`src/rtl/tap_ir_pkg.sv`:
```
package tap_ir_pkg;

  localparam int IR_W    = 8;
  localparam int VER_W   = 4;
  localparam int PART_W  = 16;
  localparam int MFR_W   = 11;
  localparam int ID_W    = VER_W + PART_W + MFR_W + 1;
  localparam int SEL_W   = 2;

  typedef logic [IR_W-1:0] opcode_t;

  localparam opcode_t OP_EXTEST  = 8'h00;
  localparam opcode_t OP_SAMPLE  = 8'h81;
  localparam opcode_t OP_CLAMP   = 8'h82;
  localparam opcode_t OP_HIGHZ   = 8'h03;
  localparam opcode_t OP_SMP_IN  = 8'h41;
  localparam opcode_t OP_SMP_OUT = 8'h42;
  localparam opcode_t OP_EXT_OUT = 8'h22;
  localparam opcode_t OP_IDCODE  = 8'hAA;
  localparam opcode_t OP_BYPASS  = 8'hFF;

  typedef enum logic [SEL_W-1:0] {
    DR_BYPASS   = 2'd0,
    DR_IDCODE   = 2'd1,
    DR_BOUNDARY = 2'd2
  } dr_sel_e;

  typedef struct packed {
    logic    test_mode;
    logic    clamp;
    logic    force_hiz;
    logic    cap_in;
    logic    cap_out;
    dr_sel_e dr_sel;
  } ctrl_t;

  // Opcode to control-word mapping; anything unlisted falls to bypass.
  function automatic ctrl_t decode_op(input opcode_t op);
    ctrl_t c;
    c = '{test_mode: 1'b0, clamp: 1'b0, force_hiz: 1'b0,
          cap_in: 1'b0, cap_out: 1'b0, dr_sel: DR_BYPASS};
    case (op)
      OP_EXTEST:  begin c.test_mode = 1'b1; c.cap_in = 1'b1; c.cap_out = 1'b1; c.dr_sel = DR_BOUNDARY; end
      OP_SAMPLE:  begin c.cap_in = 1'b1; c.cap_out = 1'b1; c.dr_sel = DR_BOUNDARY; end
      OP_SMP_IN:  begin c.cap_in = 1'b1; c.dr_sel = DR_BOUNDARY; end
      OP_SMP_OUT: begin c.cap_out = 1'b1; c.dr_sel = DR_BOUNDARY; end
      OP_EXT_OUT: begin c.test_mode = 1'b1; c.cap_out = 1'b1; c.dr_sel = DR_BOUNDARY; end
      OP_CLAMP:   begin c.test_mode = 1'b1; c.clamp = 1'b1; end
      OP_HIGHZ:   begin c.force_hiz = 1'b1; end
      OP_IDCODE:  begin c.dr_sel = DR_IDCODE; end
      default:    ;
    endcase
    return c;
  endfunction

  // Identification word: version, part, manufacturer, then the fixed 1.
  function automatic logic [ID_W-1:0] make_idcode(input logic [VER_W-1:0]  ver,
                                                  input logic [PART_W-1:0] part,
                                                  input logic [MFR_W-1:0]  mfr);
    return {ver, part, mfr, 1'b1};
  endfunction

endpackage

```
`src/rtl/tap_shift_reg.sv`:
```
module tap_shift_reg #(
  parameter int W = 8
) (
  input  logic         tck,
  input  logic         rst_n,
  input  logic         cap,
  input  logic         shift,
  input  logic         tdi,
  input  logic [W-1:0] cap_val,
  output logic [W-1:0] q
);
  logic [W-1:0] shifted;

  generate
    if (W == 1) begin : g_single
      assign shifted = tdi;
    end else begin : g_multi
      assign shifted = {tdi, q[W-1:1]};
    end
  endgenerate

  always_ff @(posedge tck or negedge rst_n) begin
    if (!rst_n)     q <= '0;
    else if (cap)   q <= cap_val;
    else if (shift) q <= shifted;
  end
endmodule

```
`src/rtl/tap_ir_latch.sv`:
```
module tap_ir_latch
  import tap_ir_pkg::*;
(
  input  logic    tck,
  input  logic    rst_n,
  input  logic    tlr,
  input  logic    upd,
  input  opcode_t sr_q,
  output opcode_t active_q
);
  always_ff @(posedge tck or negedge rst_n) begin
    if (!rst_n)   active_q <= OP_IDCODE;
    else if (tlr) active_q <= OP_IDCODE;
    else if (upd) active_q <= sr_q;
  end
endmodule

```
`src/rtl/tap_tdo_mux.sv`:
```
module tap_tdo_mux
  import tap_ir_pkg::*;
(
  input  logic    tck,
  input  logic    rst_n,
  input  logic    shift_ir,
  input  logic    shift_dr,
  input  logic    ir_bit,
  input  logic    byp_bit,
  input  logic    id_bit,
  input  logic    bsr_bit,
  input  dr_sel_e sel,
  output logic    tdo,
  output logic    tdo_oe
);
  logic dr_bit;

  always_comb begin
    case (sel)
      DR_IDCODE:   dr_bit = id_bit;
      DR_BOUNDARY: dr_bit = bsr_bit;
      default:     dr_bit = byp_bit;
    endcase
  end

  always_ff @(negedge tck or negedge rst_n) begin
    if (!rst_n) begin
      tdo    <= 1'b0;
      tdo_oe <= 1'b0;
    end else begin
      tdo_oe <= shift_ir | shift_dr;
      if (shift_ir)      tdo <= ir_bit;
      else if (shift_dr) tdo <= dr_bit;
    end
  end
endmodule

```
`src/rtl/tap_ir_decode.sv`:
```
module tap_ir_decode
  import tap_ir_pkg::*;
#(
  parameter logic [VER_W-1:0]  ID_VERSION = 4'h0,
  parameter logic [PART_W-1:0] ID_PART    = 16'hFC00,
  parameter logic [MFR_W-1:0]  ID_MFR     = 11'h00F
) (
  input  logic             tck,
  input  logic             rst_n,
  input  logic             tlr,
  input  logic             cap_ir,
  input  logic             shift_ir,
  input  logic             upd_ir,
  input  logic             cap_dr,
  input  logic             shift_dr,
  input  logic             tdi,
  input  logic             bsr_so,
  output logic             tdo,
  output logic             tdo_oe,
  output logic             test_mode,
  output logic             clamp_en,
  output logic             hiz_en,
  output logic             cap_inputs,
  output logic             cap_outputs,
  output logic [SEL_W-1:0] dr_sel
);
  localparam logic [ID_W-1:0] ID_VALUE = make_idcode(ID_VERSION, ID_PART, ID_MFR);

  opcode_t         ir_sr;
  opcode_t         ir_active;
  ctrl_t           ctrl;
  logic [0:0]      byp_q;
  logic [ID_W-1:0] id_q;
  logic            byp_cap, byp_shift, id_cap, id_shift;

  // Instruction shift stage: capture loads the sampling opcode.
  tap_shift_reg #(.W(IR_W)) u_ir_sr (
    .tck(tck), .rst_n(rst_n), .cap(cap_ir), .shift(shift_ir),
    .tdi(tdi), .cap_val(OP_SAMPLE), .q(ir_sr)
  );

  tap_ir_latch u_ir_latch (
    .tck(tck), .rst_n(rst_n), .tlr(tlr), .upd(upd_ir),
    .sr_q(ir_sr), .active_q(ir_active)
  );

  always_comb ctrl = decode_op(ir_active);

  // Only the selected data register captures and shifts.
  assign byp_cap   = cap_dr   & (ctrl.dr_sel == DR_BYPASS);
  assign byp_shift = shift_dr & (ctrl.dr_sel == DR_BYPASS);
  assign id_cap    = cap_dr   & (ctrl.dr_sel == DR_IDCODE);
  assign id_shift  = shift_dr & (ctrl.dr_sel == DR_IDCODE);

  tap_shift_reg #(.W(1)) u_bypass (
    .tck(tck), .rst_n(rst_n), .cap(byp_cap), .shift(byp_shift),
    .tdi(tdi), .cap_val(1'b0), .q(byp_q)
  );

  tap_shift_reg #(.W(ID_W)) u_idreg (
    .tck(tck), .rst_n(rst_n), .cap(id_cap), .shift(id_shift),
    .tdi(tdi), .cap_val(ID_VALUE), .q(id_q)
  );

  tap_tdo_mux u_tdo (
    .tck(tck), .rst_n(rst_n), .shift_ir(shift_ir), .shift_dr(shift_dr),
    .ir_bit(ir_sr[0]), .byp_bit(byp_q[0]), .id_bit(id_q[0]), .bsr_bit(bsr_so),
    .sel(ctrl.dr_sel), .tdo(tdo), .tdo_oe(tdo_oe)
  );

  assign test_mode   = ctrl.test_mode;
  assign clamp_en    = ctrl.clamp;
  assign hiz_en      = ctrl.force_hiz;
  assign cap_inputs  = ctrl.cap_in;
  assign cap_outputs = ctrl.cap_out;
  assign dr_sel      = ctrl.dr_sel;
endmodule

```
`config.mk`:
```
export PLATFORM = sky130hd
export DESIGN_NAME = tap_ir_decode
export DESIGN_NICKNAME = d
export VERILOG_FILES = /design/src/rtl/tap_ir_pkg.sv /design/src/rtl/tap_shift_reg.sv /design/src/rtl/tap_ir_latch.sv /design/src/rtl/tap_tdo_mux.sv /design/src/rtl/tap_ir_decode.sv
export SDC_FILE = /design/constraint.sdc
export NUM_CORES = 1
export LEC_CHECK = 0
export BUFFER_PORTS_ARGS = -buffer_cell sky130_fd_sc_hd__buf_2
export CELL_PAD_IN_SITES_DETAIL_PLACEMENT = 1
export CELL_PAD_IN_SITES_GLOBAL_PLACEMENT = 1
export CORE_UTILIZATION = 45
export CTS_CLUSTER_DIAMETER = 100
export CTS_CLUSTER_SIZE = 24
export DETAILED_ROUTE_END_ITERATION = 8
export PLACE_DENSITY_LB_ADDON = 0.2
export RECOVER_POWER = 25
export SYNTH_ARGS = -nofsm -noshare
export SYNTH_HDL_FRONTEND = slang
export SYNTH_SLANG_ARGS = --single-unit
```
`constraint.sdc`:
```
create_clock -name tck -period 3 [get_ports tck]
set_clock_uncertainty 0.05 [all_clocks]
set_input_delay 0.6 -clock tck [delete_from_list [all_inputs] [get_ports tck]]
set_output_delay 0.6 -clock tck [all_outputs]
set_load 0.1 [all_outputs]
```
==> results.txt, run 1 <==
The run finished, with violations left. The final reports fail on negative setup slack. Summed over all layers, the routed wires come to 5290 microns. STA classifies the critical path endpoint as a flop.

The clock sink count is 51. The number of search-and-repair iterations in the first detailed-routing pass came out at 4. The maximum fanout count along the critical path came out at 3. The initial antenna violation count is 0. The count of synthesis-stage warnings from yosys came out at 0. The minimum hold slack came out at 280 ps. The synthesized design spends more area on one cell type than any other, namely dfrtp_1. The count of final setup violators is 5. The critical path startpoint is u_ir_latch.active_q[1]$_DFFE_PN1P_. The count of cell types in the netlist came out at 40.

The reg-to-reg startpoint is u_ir_latch.active_q[1]$_DFFE_PN1P_. At the pin with the least slew margin, the transition time is 994 ps. The wire-length estimate of the detail-placed layout is 3610 microns. Of the post-synthesis cell area, the dominant cell type holds 0.475. The number of endpoints with negative hold slack in the final report is 0. The initial cell density of the core is 0.467. The synthesized netlist cell count is 244.

IR analysis of the VDD net gives a maximum drop of 0.385 mV. The first-pass GRT wire length came out at 8490 microns. In the routed design, unresolved DRC markers number 0. The max-slew headroom at the worst pin came out at 0.337. The max-slew violation total from the final report came to 0. The number of vias per cell came out at 5.02. The die is 74.6 microns wide.

Of the synthesized area, sequential elements account for 0.540. The antenna cell count came out at 0. TritonCTS built the clock tree.

The standby leakage power is 1.32 nW. The number of storage elements in the synthesis netlist came out at 51. The total number of vias came out at 1778. CTS placed an instance of clkbuf_8 at the clock tree root. The worst setup margin is -662 ps. The clock insertion delay at the later pin of the skew report came out at 310 ps. STA classifies the critical path startpoint as a flop. The mean instance size in the synthesized netlist is 9.72 sq um. The synthesized netlist occupies a cell area of 2370 sq um.

By area the synthesized netlist is led by dfrtp_1, o21ai_0, nand2_1. The floorplan die height is 74.6 microns. The arrival time at the worst endpoint came out at 2260 ps. The total overflow reported by the global router is 0. In the final design database the tool counted 297 nets. The total die area is 5560 sq um.

The data required time of the worst path is 1600 ps. The share of cells above drive strength 1 came out at 0.243. The synthesized netlist net count came out at 258. Setup repair after global routing could not meet its margin everywhere.

The number of input and output port buffers inserted is 18. The count of antenna-violating nets left after detailed routing is 0. The prevailing post-synth register cell is dfrtp_1. The power density relative to cell area came out at 525 nW/um^2. The worst slack after detailed placement is -832 ps.

The H-tree was split into 2 levels. The final RePlAce weighted congestion came out at 0.780. The fraction of the core area covered by cells at the end of the flow is 0.587. The core region is 5070 sq um.

The number of buffers added to fix hold violations after cts is 0. The total global routing track utilization came out at 0.207. The area growth from synthesis to layout is 25.6%.

The fraction of synthesis flops using an asynchronous set or reset pin came out at 1.00. The number of enable flip-flop cells after synthesis is 0. Dividing the detail-routed wire length by the instance count gives 15.0 microns. The tool flagged a number of max-cap violations equal to 0. Clock-pin slew was measured on the worst setup and hold paths at 90 ps. The critical path is of the reg -> reg type. In this run the worst hold path is classified as in -> async. The CTS buffer count came out at 5.

The clock tree buffer depth is 2. The accumulated negative setup slack is -927 ps. The count of boundary I/O pins is 19. Entering global routing, the biggest net connects 46 pins. The via count of the first global-routing pass is 1738.

The count of routing violations after the opening detailed-route iteration is 61. The number of rows created at floorplan came out at 26.
[cell families after synthesis]
logic type,Yosys count,synth area share
xor+xnor,3,0.0111
simple gates,98,0.199
flops,51,0.540
compound gates,54,0.141
mux,12,0.0507
fa+ha+maj,4,0.0211
buf+inv,22,0.0364
[sequential cells by signal (all words and copies together) (netlist names)]
signal,cells
u_tdo.tdo_oe,1
u_tdo.tdo,1
u_bypass.q,1
u_ir_latch.active_q,8
u_ir_sr.q,8
u_idreg.q,32
[placed cells by master (no fill, tap or decap), drive strengths merged, types with 2 or more instances in the layout]
cell     netlist  final
a211o          2      2
a21o           2      2
a21oi          3      3
buf            4     44
clkbuf        12     11
dfrtn          2      2
dfrtp         45     45
dfstp          4      4
ha             4      4
inv            6      6
mux2i         12     12
nand2         38     38
nand2b        22     22
nor2          23     23
nor2b          3      3
nor3           2      2
o2111ai        2      2
o211ai         3      3
o21ai         34     34
o21bai         2      2
or3            2      2
xor2           2      2
[worst paths after layout]
check                                                  to  slack, ps  depth (start not counted)
max in group asynchronous           u_tdo.tdo$_DFFE_NN0P_        740                          1
worst min register to register  u_idreg.q[15]$_DFFE_PN0P_        440                          2
worst max-delay path                u_tdo.tdo$_DFFE_NN0P_       -660                          7
worst min-delay path               u_bypass.q$_DFFE_PN0P_        280                          1
worst max register to register      u_tdo.tdo$_DFFE_NN0P_       -660                          7
min in group tck                u_idreg.q[15]$_DFFE_PN0P_        440                          2
[metrics by stage]
step	std cells	cell area (sq um)	total power, mW
CTS	353	2980	1.58
global placement	341	2780	1.13
finish	354	2980	1.56
floorplan	244	2400	1.02
global route	354	2980	1.65
detailed placement	341	2780	1.14
[report_power, final]
| group | switching (mW) | internal, mW | total (mW) |
|---|---|---|---|
| logic | 0.185 | 0.131 | 0.316 |
| registers | 0.0545 | 0.779 | 0.834 |
| clock network | 0.223 | 0.189 | 0.413 |
| total | 0.463 | 1.10 | 1.56 |
[cell type report]
| class | count | area [sq um] |
|---|---|---|
| fill | 589 | 2100 |
| multi-input combinational | 171 | 1100 |
| timing repair buffer | 48 | 395 |
| tap | 70 | 87.6 |
| clock inverter | 1 | 8.76 |
| inverter | 6 | 22.5 |
| sequential | 51 | 1280 |
| clock buffer | 7 | 86.3 |
[repair_timing]
action / in CTS / in global routing
buffers inserted: 4 / 3
endpoints found under the setup margin: 5 / 7
pin swaps: 10 / 3
resized for setup: 15 / 1
[synth_stat cells (2+ instances only)]
cell type	number
a211o_1	2
a21oi_1	3
buf_2	3
clkbuf_1	12
dfrtn_1	2
dfrtp_1	45
dfstp_2	4
ha_1	4
inv_1	6
mux2i_1	12
nand2_1	38
nand2b_1	22
nor2_1	23
nor2b_1	3
nor3_1	2
o2111ai_1	2
o211ai_1	3
o21ai_0	33
o21bai_1	2
or3_1	2
xor2_1	2
[per-layer routing]
| metal | global-route usage | wire length [microns] |
|---|---|---|
| met3 | 0.0407 | 87 |
| met1 | 0.274 | 2510 |
| met5 | 0 | 0 |
| met2 | 0.343 | 2640 |
| met4 | 0.0629 | 60 |
[worst max-delay path: stages (launching register included)]
cell     delay (ps)
dfstp_2         530
or4b_1          430
a21o_1          190
a21o_4          220
ha_4            170
a22oi_2         120
a21oi_1          80
o31a_1          230
Power figures use the tool's default switching activity.
==> run 2: changes to the inputs <==
GPL_TIMING_DRIVEN = 0   (was unset)
==> run 2 against run 1 <==
The run still ends with negative setup slack left. Routed wire length grew 2.7%. Global-route usage increased by 1.6 points. Combinational power fell by 8.2%. Power is 4.1% higher. Final area is 2.9% lower. Largest power group unchanged. Highest routed layer unchanged.
==> results.txt, run 2 (synthesized netlist as in run 1, its figures left out) <==
The core footprint is 5070 sq um (unchanged). The class of the most critical hold timing path was reg -> reg (was in -> async). The total chip power is 1.63 mW (was 1.56 mW).

The startpoint identified for the worst hold timing path is u_idreg.q[14]$_DFFE_PN0P_. The detailed placer's ending HPWL is 3390 microns (was 3610 microns). The count of filler cells inserted in the layout was 596 (was 589). The first-pass GRT wire length came to 9100 microns (was 8490 microns).

The worst setup margin was -755 ps (was -662 ps). The power density relative to cell area is 563 nW/um^2 (was 525 nW/um^2). Most used cells in the layout excluding fill and tap cells: dfrtp_1, nand2_1, o21ai_0, nor2_1, nand2b_1 (was dfrtp_1, nand2_1, o21ai_0, buf_4).

The share of total power in combinational logic came out at 0.178 (was 0.202). The horizontal die dimension is 74.6 microns (unchanged). The cell chosen for the clock root is clkbuf_8 (unchanged). The total die area was 5560 sq um (unchanged).

The transition time at the pin with the least slew margin is 1300 ps (was 994 ps). The cell internal power dissipation is 1.16 mW (was 1.10 mW). The clock slew at the register clock pins of the worst setup and hold paths is 100 ps (was 90 ps). The max-cap violation count came out at 0 (unchanged).

Status: finished, violations left (unchanged). The reg-to-reg startpoint is u_ir_latch.active_q[1]$_DFFE_PN1P_ (unchanged). The clock tree buffer depth is 2 (unchanged).

The kind of end point of the critical path was a flop (unchanged). The kind of start point of the critical path was a flop (unchanged). The switching power of the nets came out at 0.468 mW (was 0.463 mW). The area occupied by registers is 1280 sq um (about the same). The area of the multi-input gates came to 1080 sq um (was 1100 sq um). The antenna cell count is 0 (unchanged).

The total DRC errors in the routed layout came out at 0 (unchanged). The worst ir drop on vdd is 0.333 mV (was 0.385 mV). Violated checks: negative setup slack (unchanged). The flip-flop count of the largest register after layout came to 32 (unchanged). The count of final setup violators came out at 5 (unchanged). The total overflow reported by the global router came out at 0 (unchanged). The setup slack of the most critical reg-to-reg path came out at -760 ps (was -660 ps). The clock sink count came to 51 (unchanged). The TritonCTS clock tree is yes (unchanged). The maximum fanout count along the critical path came out at 3 (unchanged).

The max-slew headroom at the worst pin is 0.135 (was 0.337). The switching fraction of total power is 0.287 (was 0.296). The share of cells above drive strength 1 was 0.201 (was 0.243).

The type of the worst setup path is reg -> reg (unchanged). The sequential power share came out at 0.514 (was 0.534). Setup repair after global routing missed its margin: yes (unchanged). The critical path startpoint is u_ir_latch.active_q[1]$_DFFE_PN1P_ (unchanged). The arrival time at the worst endpoint was 2360 ps (was 2260 ps). The number of levels the H-tree was split into is 2 (unchanged). The count of routing violations after the opening detailed-route iteration came out at 40 (was 61). The most frequent standard cell in the layout excluding fill and tap cells is dfrtp_1 (unchanged). The max-slew violation total from the final report is 0 (unchanged). The floorplan die height is 74.6 microns (unchanged).

The total routed wirelength came out at 5440 microns (was 5290 microns). The number of rows created at floorplan was 26 (unchanged). The count of antenna-violating nets left after detailed routing is 0 (unchanged). The total global routing track utilization is 0.223 (was 0.207).

The CTS buffer count is 5 (unchanged). The number of nets in the layout came out at 291 (was 297). The initial antenna violation count is 0 (unchanged). The data required time of the worst path came to 1610 ps (was 1600 ps). The standby leakage power came out at 1.27 nW (was 1.32 nW).

The fraction of the core area covered by cells at the end of the flow is 0.570 (was 0.587). The final RePlAce weighted congestion was 0.735 (was 0.780). The number of vias per cell came out at 5.17 (was 5.02).

The number of buffers added to fix hold violations after cts is 0 (unchanged). The largest net degree at the start of global routing came out at 52 (was 46). The number of search-and-repair iterations in the first detailed-routing pass is 4 (unchanged). The average wire per cell in the routed design is 15.6 microns (was 15.0 microns). The number of input and output port buffers inserted came out at 15 (was 18). The relative contribution of the clock network to total power came to 0.308 (was 0.264). The largest register by flop count is u_idreg.q (unchanged). The number of endpoints with negative hold slack in the final report was 0 (unchanged). The clock insertion delay at the later pin of the skew report came out at 310 ps (about the same).

The area growth from synthesis to layout is 22.0% (was 25.6%). The initial cell density of the core is 0.467 (unchanged). The count of boundary I/O pins came out at 19 (unchanged). Registers with the highest flip-flop counts: u_idreg.q: 32 flops, u_ir_latch.active_q: 8 flops, u_ir_sr.q: 8 flops (unchanged). The total number of vias was 1799 (was 1778). The via count of the first global-routing pass came out at 1798 (was 1738).
-- run 2: power groups by stage --
stage	logic, mW	registers (mW)	clock network [mW]
floorplan	0.172	0.848	0
CTS	0.290	0.835	0.514
global route	0.328	0.848	0.540
global placement	0.244	0.845	0
finish	0.290	0.836	0.502
detailed placement	0.253	0.848	0
-- run 2: cell type report --
type                       count  area share
sequential                    51       0.444
tap                           70      0.0303
multi-input combinational    171       0.375
buffer                        15      0.0208
timing repair buffer          27      0.0818
inverter                       6     0.00779
clock inverter                 2      0.0121
clock buffer                   6      0.0286
-- run 2: through the flow --
step                      hold WS (ps)  area [sq um]  instances  setup TNS, ps  worst slack, ps
after global routing               462          2890        348          -2420             -825
after floorplan                    254          2400        244          -3030             -805
after CTS                          449          2880        347          -2040             -752
after global placement             413          2560        329          -1120             -941
final                              442          2890        348          -2020             -755
after detailed placement           426          2560        329          -1180             -984
-- run 2: routing by layer --
metal | global-route usage | part of all wire | up-vias
li1 | - | - | 885
met2 | 0.374 | 0.49 | 18
met3 | 0.0407 | 0.019 | 6
met5 | 0 | 0 | -
met1 | 0.295 | 0.48 | 890
met4 | 0.0629 | 0.013 | 0
-- run 2: worst paths after layout --
path	to	depth (start not counted)
max in group asynchronous	u_tdo.tdo_oe$_DFF_NN0_	1
min reg2reg	u_idreg.q[14]$_DFFE_PN0P_	2
max	u_tdo.tdo$_DFFE_NN0P_	7
max reg2reg	u_tdo.tdo$_DFFE_NN0P_	7
min	u_idreg.q[14]$_DFFE_PN0P_	2
min in group asynchronous	u_idreg.q[25]$_DFFE_PN0P_	1
-- run 2: timing repair --
| item | CTS | global route |
|---|---|---|
| gates resized for setup | 30 | 1 |
| buffers inserted | 11 | 1 |
| pin swaps | 9 | 4 |
| endpoints found under the setup margin | 5 | 6 |
-- run 2: critical path, stage by stage (launching register included) --
cell and delay [ps]:
dfstp_2 560, or4b_1 430, a21o_1 210, a21o_4 220, ha_4 160, a22oi_2 160
a21oi_2 80, o31a_1 230
==> run 3: changes to the inputs <==
SYNTH_HIERARCHICAL = 1   (was unset)
==> run 3 against run 2 <==
The run still ends with negative setup slack left. Sequential cell count unchanged. Clock power decreased by 17%. Routed wire length increased by 11%. Clock-buffer cell count increased by 1. Non-clock buffer count decreased by 2. Die area increased by 11%. Global-route usage decreased by 0.12 points.
==> results.txt, run 3 <==
Status: finished, violations left (unchanged). Violated checks: negative setup slack (unchanged). The number of search-and-repair iterations in the first detailed-routing pass was 4 (unchanged). The total global routing track utilization came out at 0.221 (was 0.223). Leading post-synthesis cells by cell area: dfrtp_1, mux2i_1, o21ai_1 (was dfrtp_1, o21ai_0, nand2_1). The fraction of synthesis flops using an asynchronous set or reset pin came out at 1.00 (unchanged). Most used cells in the layout excluding fill and tap cells: mux2i_1, nand2_1, dfrtp_1, conb_1, o21ai_1 (was dfrtp_1, nand2_1, o21ai_0, nor2_1, nand2b_1). The count of antenna-violating nets left after detailed routing is 0 (unchanged). The arrival time at the worst endpoint came out at 2370 ps (was 2360 ps).

The area growth from synthesis to layout is 21.7% (was 22.0%). Registers with the highest flip-flop counts: u_idreg/q: 32 flops, u_ir_latch/active_q: 8 flops, u_ir_sr/q: 8 flops (was u_idreg.q: 32 flops, u_ir_latch.active_q: 8 flops, u_ir_sr.q: 8 flops). The share of cells above drive strength 1 is 0.218 (was 0.201).

The kind of end point of the critical path is a flop (unchanged). The clock slew at the register clock pins of the worst setup and hold paths is 90 ps (was 100 ps). Ordered list of cells on the worst path: xnor2_2 -> nand4_1 -> o21ai_4 -> buf_6 -> ha_4 -> a221oi_4 -> nor4b_2 -> a221o_1 (was or4b_1 -> a21o_1 -> a21o_4 -> ha_4 -> a22oi_2 -> a21oi_2 -> o31a_1). The type of the worst setup path is reg -> reg (unchanged). The area fraction of the dominant cell type after synthesis came out at 0.425 (was 0.475).

The core footprint came out at 5570 sq um (was 5070 sq um). The family with the most delay on the worst path is flip-flops (was compound AO/OA/AOI/OAI gates). The fraction of the core area covered by cells at the end of the flow is 0.578 (was 0.570). The clock sink count is 51 (unchanged). The max-slew violation total from the final report came to 0 (unchanged). The initial antenna violation count is 0 (unchanged). The standby leakage power is 1.44 nW (was 1.27 nW).

The first-pass GRT wire length came out at 10600 microns (was 9100 microns). The detailed placer's ending HPWL came to 3870 microns (was 3390 microns). The flip-flop count of the largest register after layout came out at 32 (unchanged). The max-slew headroom at the worst pin is 0.138 (was 0.135). The total overflow reported by the global router is 0 (unchanged). The transition time at the pin with the least slew margin is 1290 ps (was 1300 ps). The worst ir drop on vdd came to 0.350 mV (was 0.333 mV). The synthesized cell area came out at 2650 sq um (was 2370 sq um). The number of nets in the layout came out at 332 (was 291). The prevailing post-synth register cell was dfrtp_1 (unchanged).

The largest register by flop count is u_idreg/q (was u_idreg.q). The biggest cell delay along the critical path is 660 ps (was 560 ps). The worst setup margin came out at -767 ps (was -755 ps).

The average wire per cell in the routed design was 15.4 microns (was 15.6 microns). The initial cell density of the core came out at 0.475 (was 0.467). The maximum fanout count along the critical path is 6 (was 3).

The placement-stage cell area was 2980 sq um (was 2560 sq um). The class of the most critical hold timing path is reg -> reg (unchanged). The sequential cell area fraction in the yosys report came out at 0.484 (was 0.540). The number of input and output port buffers inserted is 17 (was 15). The CTS buffer count is 5 (unchanged). The horizontal die dimension is 78.7 microns (was 74.6 microns). The data required time of the worst path came out at 1600 ps (was 1610 ps). The clock insertion delay at the later pin of the skew report came out at 300 ps (was 310 ps). The count of synthesis-stage warnings from yosys is 6 (was 0). The count of final setup violators came out at 3 (was 5). The non-filler instance count after layout came out at 393 (was 348). The cell accounting for the most synthesized area is dfrtp_1 (unchanged). The total number of vias was 1986 (was 1799). The synthesized netlist cell count is 250 (was 244). The largest net degree at the start of global routing is 52 (unchanged).

The total routed wirelength came out at 6060 microns (was 5440 microns). The number of vias per cell came to 5.05 (was 5.17). The count of routing violations after the opening detailed-route iteration came out at 77 (was 40). The most frequent standard cell in the layout excluding fill and tap cells is mux2i_1 (was dfrtp_1).

The count of filler cells inserted in the layout is 658 (was 596). The number of buffers added to fix hold violations after cts came to 0 (unchanged). The number of levels the H-tree was split into is 2 (unchanged). The floorplan die height was 78.7 microns (was 74.6 microns). The TritonCTS clock tree is yes (unchanged). The kind of start point of the critical path is a flop (unchanged). The minimum hold slack is 488 ps (was 442 ps).

The cell with the largest stage delay on the worst path is dfstp_2 (unchanged). The max-cap violation count is 0 (unchanged). The area of all placed cells without fillers came out at 3220 sq um (was 2890 sq um). The number of storage elements in the synthesis netlist was 51 (unchanged).

The cell chosen for the clock root was clkbuf_8 (unchanged). The number of enable flip-flop cells after synthesis came out at 0 (unchanged). The power density relative to cell area came out at 634 nW/um^2 (was 563 nW/um^2).

The clock tree buffer depth came to 2 (unchanged). The via count of the first global-routing pass is 2199 (was 1798). Top cells by count, synth: dfrtp_1, mux2i_1, nand2_1 (was dfrtp_1, nand2_1, o21ai_0). The mean instance size in the synthesized netlist is 10.6 sq um (was 9.72 sq um). The total DRC errors in the routed layout is 0 (unchanged). The total die area came out at 6190 sq um (was 5560 sq um). The number of rows created at floorplan came out at 27 (was 26). The antenna cell count is 0 (unchanged).

The number of placed instances, taps included came to 378 (was 329). The number of endpoints with negative hold slack in the final report is 0 (unchanged). The count of boundary I/O pins is 19 (unchanged). Setup repair after global routing missed its margin: yes (unchanged). The count of cell types in the netlist is 38 (was 40). The final RePlAce weighted congestion came out at 0.717 (was 0.735).

The sum of buffers and inverters on the critical path came to 1 (was 0).
==> run 3: cell families (layout without fill, tap and decap cells) <==
kind of cell | Yosys count | after routing | share of synthesized area
compound gates | 53 | 53 | 0.119
xor+xnor | 2 | 2 | 0.00662
fa+ha+maj | 2 | 2 | 0.00945
buf+inv | 21 | 53 | 0.0657
flops | 51 | 51 | 0.484
mux | 45 | 45 | 0.170
other cells | 2 | 41 | 0.00284
simple gates | 74 | 74 | 0.143
==> run 3: metal layers <==
metal | GRT usage | vias to the layer above | part of all wire
li1 | - | 972 | -
met5 | 0 | - | 0
met1 | 0.276 | 979 | 0.44
met4 | 0.0667 | 0 | 0.014
met3 | 0.0322 | 8 | 0.022
met2 | 0.395 | 27 | 0.52
==> run 3: path summary, 6_finish.rpt <==
path                            cells past startpoint  slack, ps                               start                            endpoint
worst max-delay path                                8       -770  u_ir_latch/active_q[1]$_DFFE_PN1P_               u_tdo/tdo$_DFFE_NN0P_
worst min-delay path                                1        490            u_ir_sr/q[1]$_DFFE_PN0P_  u_ir_latch/active_q[1]$_DFFE_PN1P_
worst max register to register                      8       -770  u_ir_latch/active_q[1]$_DFFE_PN1P_               u_tdo/tdo$_DFFE_NN0P_
worst min register to register                      1        490            u_ir_sr/q[1]$_DFFE_PN0P_  u_ir_latch/active_q[1]$_DFFE_PN1P_
max in group asynchronous                           1        210                               rst_n              u_tdo/tdo_oe$_DFF_NN0_
min in group asynchronous                           1        510                               rst_n            u_idreg/q[4]$_DFFE_PN0P_
==> run 3: metrics by stage <==
stage          setup slack (ps)  TNS (ps)  power (mW)
4_1_cts                    -711      -926        2.04
6_report                   -767      -976        2.04
3_5_place_dp               -895     -1120        1.59
5_1_grt                    -869     -1280        2.17
3_3_place_gp               -875     -1090        1.54
2_1_floorplan             -1470     -2660        1.44
==> run 3: where the power goes <==
part           total (mW)  internal, mW  switching (mW)
logic               0.553         0.247           0.307
clock network       0.417         0.189           0.228
registers            1.07         0.916           0.156
total                2.04          1.35           0.690
==> run 3: layout make-up <==
| cell class | instances | area (sq um) | share of cell area |
|---|---|---|---|
| Clock inverter | 1 | 8.76 | 0.00272 |
| Multi-Input combinational cell | 217 | 1420 | 0.440 |
| Tap cell | 72 | 90.1 | 0.0280 |
| Clock buffer | 7 | 86.3 | 0.0268 |
| Timing Repair Buffer | 25 | 178 | 0.0551 |
| Buffer | 15 | 136 | 0.0423 |
| Inverter | 5 | 18.8 | 0.00583 |
| Sequential cell | 51 | 1280 | 0.399 |
==> run 3: repair_timing <==
action                                  4_1_cts  5_1_grt
pin swaps                                     7        7
gates resized for setup                      19        3
buffers inserted                              7        1
endpoints found under the setup margin        3        3
hold endpoints to repair                      0        0
